--- config.mk ---
export PLATFORM = sky130hd
export DESIGN_NAME = lsbit_signal_engine
export DESIGN_NICKNAME = d
export VERILOG_FILES = /design/src/rtl/lsb_pkg.sv /design/src/rtl/lsb_host_regs.sv /design/src/rtl/lsb_sequencer.sv /design/src/rtl/lsb_capture.sv /design/src/rtl/lsbit_signal_engine.sv
export SDC_FILE = /design/constraint.sdc
export NUM_CORES = 1
export LEC_CHECK = 0
export BUFFER_PORTS_ARGS = -buffer_cell sky130_fd_sc_hd__buf_2
export CAP_MARGIN = 40
export CORE_ASPECT_RATIO = 1.25
export CORE_MARGIN = 5
export CORE_UTILIZATION = 30
export CTS_CLUSTER_DIAMETER = 60
export DETAILED_ROUTE_END_ITERATION = 10
export SLEW_MARGIN = 20
export SYNTH_ARGS = -nofsm -noshare
export SYNTH_HDL_FRONTEND = slang
export SYNTH_HIERARCHICAL = 1
export SYNTH_SLANG_ARGS = --single-unit
export TNS_END_PERCENT = 20
--- constraint.sdc ---
create_clock -name clk -period 3.05 [get_ports clk]
set_input_delay 0.1525 -clock clk [delete_from_list [all_inputs] [get_ports clk]]
set_output_delay 0.1525 -clock clk [all_outputs]
set_load 0.005 [all_outputs]
--- src/rtl/lsb_pkg.sv ---
package lsb_pkg;

    typedef enum logic [1:0] {
        LS_IDLE   = 2'b00,
        LS_HALT   = 2'b01,
        LS_MASTER = 2'b10,
        LS_QUIET  = 2'b11
    } line_state_e;

    typedef enum logic [1:0] {
        A_TXV  = 2'd0,
        A_LEN  = 2'd1,
        A_RXV  = 2'd2,
        A_STAT = 2'd3
    } reg_addr_e;

    typedef struct packed {
        logic bad_sig;
        logic wr_err;
        logic busy;
    } status_t;

    typedef struct packed {
        logic valid;
        logic value;
    } rx_bit_t;

    localparam int STAT_ERR_BIT = 1;
    localparam int STAT_BAD_BIT = 2;

    function automatic line_state_e encode_bit(input logic b);
        return b ? LS_HALT : LS_MASTER;
    endfunction

    function automatic rx_bit_t decode_state(input logic [1:0] ls);
        rx_bit_t r;
        r.valid = (ls == LS_HALT) || (ls == LS_MASTER);
        r.value = (ls == LS_HALT);
        return r;
    endfunction

endpackage

--- src/rtl/lsb_host_regs.sv ---
module lsb_host_regs
    import lsb_pkg::*;
#(
    parameter int DATA_W = 16,
    parameter int VEC_W  = 16,
    parameter int LEN_W  = 4
) (
    input  logic              clk,
    input  logic              rst,
    input  logic              wr_en,
    input  logic [1:0]        wr_addr,
    input  logic [DATA_W-1:0] wr_data,
    input  logic              busy,
    output logic [VEC_W-1:0]  tx_vec,
    output logic [LEN_W-1:0]  len,
    output logic              start,
    output logic              wr_err,
    output logic              clr_bad
);

    logic hit_tx, hit_len, hit_stat, refused, clr_err;

    always_comb begin
        hit_tx   = wr_en && (wr_addr == A_TXV);
        hit_len  = wr_en && (wr_addr == A_LEN);
        hit_stat = wr_en && (wr_addr == A_STAT);
        refused  = busy && (hit_tx || hit_len);
        start    = hit_tx && !busy;
        clr_err  = hit_stat && wr_data[STAT_ERR_BIT];
        clr_bad  = hit_stat && wr_data[STAT_BAD_BIT];
    end

    always_ff @(posedge clk) begin
        if (rst) begin
            tx_vec <= '0;
            len    <= '0;
            wr_err <= 1'b0;
        end else begin
            if (hit_tx && !busy)
                tx_vec <= wr_data[VEC_W-1:0];
            if (hit_len && !busy)
                len <= wr_data[LEN_W-1:0];
            if (refused)
                wr_err <= 1'b1;
            else if (clr_err)
                wr_err <= 1'b0;
        end
    end

endmodule

--- src/rtl/lsb_sequencer.sv ---
module lsb_sequencer
    import lsb_pkg::*;
#(
    parameter int VEC_W = 16,
    parameter int LEN_W = 4
) (
    input  logic             clk,
    input  logic             rst,
    input  logic             start,
    input  logic             bit_tick,
    input  logic [LEN_W-1:0] len,
    input  logic [VEC_W-1:0] tx_vec,
    output logic             busy,
    output logic             done,
    output logic [LEN_W-1:0] idx,
    output logic             sample,
    output logic [1:0]       tx_ls
);

    line_state_e ls_req;

    always_comb begin
        sample = busy && bit_tick;
        ls_req = busy ? encode_bit(tx_vec[idx]) : LS_IDLE;
        tx_ls  = ls_req;
    end

    always_ff @(posedge clk) begin
        if (rst) begin
            busy <= 1'b0;
            done <= 1'b0;
            idx  <= '0;
        end else begin
            done <= 1'b0;
            if (start) begin
                busy <= 1'b1;
                idx  <= '0;
            end else if (sample) begin
                if (idx == len) begin
                    busy <= 1'b0;
                    done <= 1'b1;
                    idx  <= '0;
                end else begin
                    idx <= idx + LEN_W'(1);
                end
            end
        end
    end

endmodule

--- src/rtl/lsb_capture.sv ---
module lsb_capture
    import lsb_pkg::*;
#(
    parameter int VEC_W = 16,
    parameter int LEN_W = 4
) (
    input  logic             clk,
    input  logic             rst,
    input  logic             start,
    input  logic             sample,
    input  logic [LEN_W-1:0] idx,
    input  logic [1:0]       rx_ls,
    input  logic             clr_bad,
    output logic [VEC_W-1:0] rx_vec,
    output logic             bad_sig
);

    rx_bit_t cur;

    always_comb cur = decode_state(rx_ls);

    always_ff @(posedge clk) begin
        if (rst) begin
            rx_vec  <= '0;
            bad_sig <= 1'b0;
        end else begin
            if (start)
                rx_vec <= '0;
            else if (sample)
                rx_vec[idx] <= cur.valid && cur.value;
            if (sample && !cur.valid)
                bad_sig <= 1'b1;
            else if (clr_bad)
                bad_sig <= 1'b0;
        end
    end

endmodule

--- src/rtl/lsbit_signal_engine.sv ---
module lsbit_signal_engine
    import lsb_pkg::*;
#(
    parameter int DATA_W = 16,
    parameter int VEC_W  = 16,
    parameter int LEN_W  = $clog2(VEC_W)
) (
    input  logic              clk,
    input  logic              rst,
    input  logic              wr_en,
    input  logic [1:0]        wr_addr,
    input  logic [DATA_W-1:0] wr_data,
    input  logic [1:0]        rd_addr,
    output logic [DATA_W-1:0] rd_data,
    input  logic              bit_tick,
    input  logic [1:0]        rx_ls,
    output logic [1:0]        tx_ls,
    output logic              busy,
    output logic              done,
    output logic              wr_err,
    output logic              bad_sig
);

    localparam int STAT_W = $bits(status_t);

    logic [VEC_W-1:0] tx_vec_q, rx_vec_q;
    logic [LEN_W-1:0] len_q, idx_q;
    logic             start, sample, clr_bad;
    status_t          stat;

    lsb_host_regs #(.DATA_W(DATA_W), .VEC_W(VEC_W), .LEN_W(LEN_W)) u_regs (
        .clk     (clk),
        .rst     (rst),
        .wr_en   (wr_en),
        .wr_addr (wr_addr),
        .wr_data (wr_data),
        .busy    (busy),
        .tx_vec  (tx_vec_q),
        .len     (len_q),
        .start   (start),
        .wr_err  (wr_err),
        .clr_bad (clr_bad)
    );

    lsb_sequencer #(.VEC_W(VEC_W), .LEN_W(LEN_W)) u_seq (
        .clk      (clk),
        .rst      (rst),
        .start    (start),
        .bit_tick (bit_tick),
        .len      (len_q),
        .tx_vec   (tx_vec_q),
        .busy     (busy),
        .done     (done),
        .idx      (idx_q),
        .sample   (sample),
        .tx_ls    (tx_ls)
    );

    lsb_capture #(.VEC_W(VEC_W), .LEN_W(LEN_W)) u_cap (
        .clk     (clk),
        .rst     (rst),
        .start   (start),
        .sample  (sample),
        .idx     (idx_q),
        .rx_ls   (rx_ls),
        .clr_bad (clr_bad),
        .rx_vec  (rx_vec_q),
        .bad_sig (bad_sig)
    );

    always_comb begin
        stat.busy    = busy;
        stat.wr_err  = wr_err;
        stat.bad_sig = bad_sig;
        rd_data      = '0;
        unique case (rd_addr)
            A_TXV:   rd_data[VEC_W-1:0]  = tx_vec_q;
            A_LEN:   rd_data[LEN_W-1:0]  = len_q;
            A_RXV:   rd_data[VEC_W-1:0]  = rx_vec_q;
            default: rd_data[STAT_W-1:0] = stat;
        endcase
    end

endmodule

After elaboration in Yosys (flattened, before gate mapping)
Index checks and enable logic that the tools add are counted.

Logic and storage cells: 63. Bits in registers: 44. Bits of input ports: 26. Output and inout port bits: 22.

Order comparisons: 2. Reductions and logical operators: 25. Bitwise gates (word level): 1. Multiplexer cells: 19. Add/sub/neg operators: 1. Eq/ne operators: 7.

Operator list (count): case mux 12 bit (2 select lines) (1); bitwise mux 16 bit (1); logical AND 1 bit (12); two-way mux 1 bit (10); case mux 3 bit (3 select lines) (1); nonzero test 2 bit (4); == test 2 x 1 -> 1 bit (second input constant) (3); == test 2 bit (second input constant) (3); < comparator 4 x 5 -> 1 bit (second input constant) (1); adder 4 x 1 -> 4 bit (second input constant) (1); binary-select mux 1 bit (select 4 bit) (1); demux 1 bit (select 4 bit) (1); == test 4 bit (1); greater-or-equal comparator 4 x 1 -> 1 bit (second input constant) (1); logical NOT 2 bit (2); two-way mux 2 bit (2); two-way mux 4 bit (1); case mux 1 bit (3 select lines) (1); OR reduction 3 bit (1); logical NOT 1 bit (2); logical OR 1 bit (2); AND reduction 2 bit (1); OR reduction 2 bit (1); inverter 1 bit (1).

Longest topological paths before layout
Depth after elaboration: 5. Depth in mapped cells: 8. Gate-level depth less buffers: 5.

Cells and area by module
The synthesis kept the hierarchy.

By module, submodules not included: lsb_host_regs (area each 972.2 um^2, seq. area each 420.4 um^2, times used 1, cells an instance 92); lsb_capture (area each 757.0 um^2, seq. area each 340.3 um^2, times used 1, cells an instance 81); lsb_sequencer (area each 436.7 um^2, seq. area each 120.1 um^2, times used 1, cells an instance 43); lsbit_signal_engine (area each 290.3 um^2, seq. area each 0.0 um^2, times used 1, cells an instance 34).

Worst setup path before layout
No wires, ideal clock.

Kind: register to register. From: register u_seq.busy. To: register u_cap.rx_vec[10]. Period minus slack after synthesis: 1689 ps. Setup time: 121 ps. Required time: 2929 ps. Arrival: 1568 ps. Slack: 1361 ps. Stages on the path, launching flop included: 9. Buffers on the path: 3. Path through: dfxtp_1 > or4b_1 > buf_6 > inv_8 > buf_12 > nor2_4 > nand2_4 > buf_2 > mux2i_1.

Word-level cells in the longest chain between the ends: 3. Elaborated cells on any way between the ends: 4. Classes of those cells: reduce/logical: 4.

Ends and longest elaborated chain: start: declaration (RTL line lsb_sequencer.sv:13) `output logic busy,`; start signal: assignment (RTL line lsb_sequencer.sv:30) `busy <= 1'b0;`; start signal: assignment (RTL line lsb_sequencer.sv:36) `busy <= 1'b1;`; start signal: assignment (RTL line lsb_sequencer.sv:40) `busy <= 1'b0;`; logical NOT 1 bit (RTL line lsb_host_regs.sv:28) `start = hit_tx && !busy;`; logical AND 1 bit (RTL line lsb_host_regs.sv:28); named net start (RTL line lsbit_signal_engine.sv:28) `logic start, sample, clr_bad;`; OR reduction 2 bit (no source line); end signal: indexed assignment (RTL line lsb_capture.sv:30) `rx_vec[idx] <= cur.valid && cur.value;`; end: declaration (RTL line lsb_capture.sv:14) `output logic [VEC_W-1:0] rx_vec,`.

The timed path passes the listed nets, and every way through them passes these cells. A chain may end at the register's enable or synchronous reset.

Worst setup path after layout
From: register u_seq.idx[0]. To: output port tx_ls[1].

Word-level cells in the longest chain between the ends: 4.

Ends and longest elaborated chain: start: declaration (RTL line lsb_sequencer.sv:15) `output logic [LEN_W-1:0] idx,`; start signal: assignment (RTL line lsb_sequencer.sv:44) `idx <= idx + LEN_W'(1);`; binary-select mux 1 bit (select 4 bit) (RTL line lsb_sequencer.sv:24) `ls_req = busy ? encode_bit(tx_vec[idx]) : LS_IDLE;`; two-way mux 1 bit (not written as such) (RTL line lsb_sequencer.sv:24); two-way mux 2 bit (RTL line lsb_pkg.sv:32) `return b ? LS_HALT : LS_MASTER;`; two-way mux 2 bit (RTL line lsb_sequencer.sv:24); end: declaration (RTL line lsbit_signal_engine.sv:17) `output logic [1:0] tx_ls,`.

No other way between the ends. The select of a mux whose other input is x is not followed.

==> flow_summary.yaml <==
worst_setup_path:
  critical_path_arrival_ns: 2.14
  timing.critical_path.slowest_stage_cell: "dfxtp_1"
  worstSetupStartpointType: "flop"
  path_max_fanout: 12
  endpoint_type_of_the_worst_setup_path: "output pin"
  worstSetupPathDepth: 5
  cpLargestDelayFamily: "multiplexers"
  worstPathCellList: "mux4_1 -> mux2i_1 -> mux2_2 -> and2_1 -> buf_2"
  setup.worst_path.class: "flop to output pin"
  worstPathRequired_ns: 2.90
  ff2ff_path_depth: 5
  worst_path_largest_cell_delay_ns: 0.68
  critical_path_buf_inv_count: 1
floorplan:
  die_w_um: 90.93
  io_pins: 48
  core_area_sq_um: 8102
  rows: 37
  dieArea_sq_um: 10110
  initial_core_util_pct: 30.32
  chipHeight_um: 111.2
synth:
  netlist_area_sq_um: 2456
  synth_edf_count: 0
  number_of_instances_in_the_synthesized_netlist: 250
  synth_top_area_cell: "dfxtp_1"
  yosysWarningCount: 6
  yosysMostFrequentCell: "mux2i_1"
  share_of_the_yosys_chip_area_belonging_to_registers_pct: 35.86
  post_synthesis_net_count: 278
  synth.cells.most_frequent: "mux2i_1 (52), dfxtp_1 (44), nand2b_1 (37), nand2_1 (31), nor2_1 (18)"
  synthArstFlopShare_pct: 0
  synth_seq_cells: 44
  synth-main-ff-cell: "dfxtp_1"
  syn-mean-instance-area_sq_um: 9.824
  synth.lib_cells_used.distinct: 38
  post-synth-top-area-fraction_pct: 35.86
  synth_top_cells_by_area: "dfxtp_1 (36%), mux2i_1 (21%), nand2b_1 (9.4%), nand2_1 (4.7%), mux4_2 (4.6%)"
power:
  power.static_leakage_nw: 1.232
  p_total_w: 0.001032
  peak_vdd_ir_mv: 0.1667
  power.density_nw_per_um2: 373.6
detailed_routing:
  dr.pass1.iters: 5
  drtIter0Drc: 139
  route.final.wire_length_mm: 5.675
  ant_nets: 0
  routed_wire_length_per_instance_um: 14.86
  route.detailed.vias_per_inst: 4.853
  drc: 0
  vias: 1854
sta:
  timing.setup.tns_ns: 0
  finalWorstPathRequiredPeriod_ns: 2.289
  setup_skew_ns: 0.003423
  rsz0062_at_grt: "no"
  worst_slack_ns: 0.7606
  fmax_mhz: 436.8
  timing_max_transition_violations_final: 0
  worstMarginPinSlew_ns: 0.5631
  final.period_utilization_pct: 75.06
  setup_violators_final: 0
  timing_hold_violations_final: 0
  slew-limit-headroom_pct: 62.46
job:
  cap_violations: 0
worst_hold_path:
  whs_path_depth: 3
  hp-class: "primary input to flop"
clock_tree:
  clock_tree_root: "clkbuf_8"
  tritoncts.num_buffers: 5
  clk_path_buf_depth: 2
  clkSlewWorstSetupHoldPaths_ns: 0.07
  tritoncts: "done"
  tritoncts_num_sinks: 44
  worstSkewPairLatency_ns: 0.29
  cts_hold_buf: 0
  post_cts_resized: 0
  postCtsSetupBuffers: 0
  clock_tree.htree_level_count: 2
global_route:
  grt_start_max_net_pins: 43
  globalRoute.totalOverflow: 0
  grt_pass1_wl_mm: 9.508
  grt_antenna_before_repair: 0
  via_count_of_the_first_global_routing_pass: 1825
  track_usage_pct: 11.49
placement:
  place_hpwl_mm: 4.233
  preCtsSetupSlack_ns: 1.040
  placement.io_buffers: 47
  placed_cells_incl_taps: 377
  routability_congestion_estimate: 0.7859
final_layout:
  drive_above_1_share_pct: 23.16
  num_antenna_cells: 0
  final_instance_count_excl_fillers: 382
  fillers: 837
  flow.area_growth_from_synthesis_pct: 12.43
  nets: 315
outcome:
  status: "finished, final reports clean"
## layer usage
| layer | track usage [%] | up-vias | part of all wire (%) |
|---|---|---|---|
| li1 | - | 920 | - |
| met1 | 16.42 | 860 | 48 |
| met2 | 17.08 | 68 | 44 |
| met3 | 3.123 | 6 | 7.5 |
| met4 | 2.838 | 0 | 1.1 |
| met5 | 0 | - | 0 |
## layout by cell type, fill, tap and decap left out, drive strengths merged
cell type  synthesis  layout
or4b               1       1
nand3b             1       1
dfxtp             44      44
mux4               7       7
nand2b            37      37
ha                 2       2
and4bb             1       1
nand2             32      32
mux2               1       1
nand3              5       5
a21oi              2       2
xor2               2       2
nand4              2       2
nor2              19      19
and3               1       1
clkbuf             8       5
nor3b              1       1
xnor2              5       5
and2               2       2
mux2i             52      52
and4               1       1
nor4               1       1
and2b              2       2
o21ba              1       1
and3b              2       2
o211a              1       1
o21ai              3       3
nor2b              2       2
buf                9      47
inv                3       3
## area by class of cell
class                   instances  area, sq um  share of cell area [%]
clock buffers                   5        68.82                   2.492
multi-input cells             186         1436                   52.02
well taps                      97        121.4                   4.395
inverters                       3        18.77                  0.6797
repair buffers                 47        235.2                   8.518
flip-flops and latches         44        880.8                   31.90
## tightest hold or removal path, delay by kind of cell
family	cells	cell delay (ns)
buffers and inverters	1	0.10
muxes	1	0.06
and+or+nand+nor	1	0.05
## cell families after synthesis
family          Yosys count  share of synthesized area [%]
fa+ha+maj                 2                          1.019
simple gates            110                          24.76
xor+xnor                  7                          2.496
mux                      60                          28.38
flops                    44                          35.86
buf+inv                  20                          5.654
compound gates            7                          1.834
## state kept, by name, summed over array words and instances (netlist names)
| signal | count |
|---|---|
| u_regs/wr_err | 1 |
| u_cap/bad_sig | 1 |
| u_seq/done | 1 |
| u_seq/busy | 1 |
| u_cap/rx_vec | 16 |
| u_seq/idx | 4 |
| u_regs/tx_vec | 16 |
| u_regs/len | 4 |
## worst paths after layout
kind,start,to,slack [ns]
worst max-delay path,u_seq/idx[0]$_SDFFE_PP0P_,tx_ls[1],0.76
worst min-delay path,wr_data[14],u_regs/tx_vec[14]$_SDFFE_PP0P_,0.12
worst max register to register,u_seq/busy$_SDFFE_PP0P_,u_cap/rx_vec[7]$_SDFFE_PP0P_,1.17
worst min register to register,u_cap/rx_vec[9]$_SDFFE_PP0P_,u_cap/rx_vec[9]$_SDFFE_PP0P_,0.47
## power by group
group	internal, W	switching (W)	total [W]
sequential	0.000585	0.0000140	0.000599
clock	0.000148	0.000173	0.000321
combinational	0.0000548	0.0000568	0.000112
total	0.000788	0.000244	0.00103
## stage by stage
stage / hold WS [ns] / util (%) / cell area [sq um]
after global routing: 0.1215 / 34.08 / 2761
after CTS: 0.1078 / 34.08 / 2761
final: 0.1154 / 34.08 / 2761
after floorplan: 0.2216 / - / 2456
after global placement: 0.4213 / 33.24 / 2693
after detailed placement: 0.4231 / 33.24 / 2693
No activity file was read; power rests on OpenSTA's default activity.
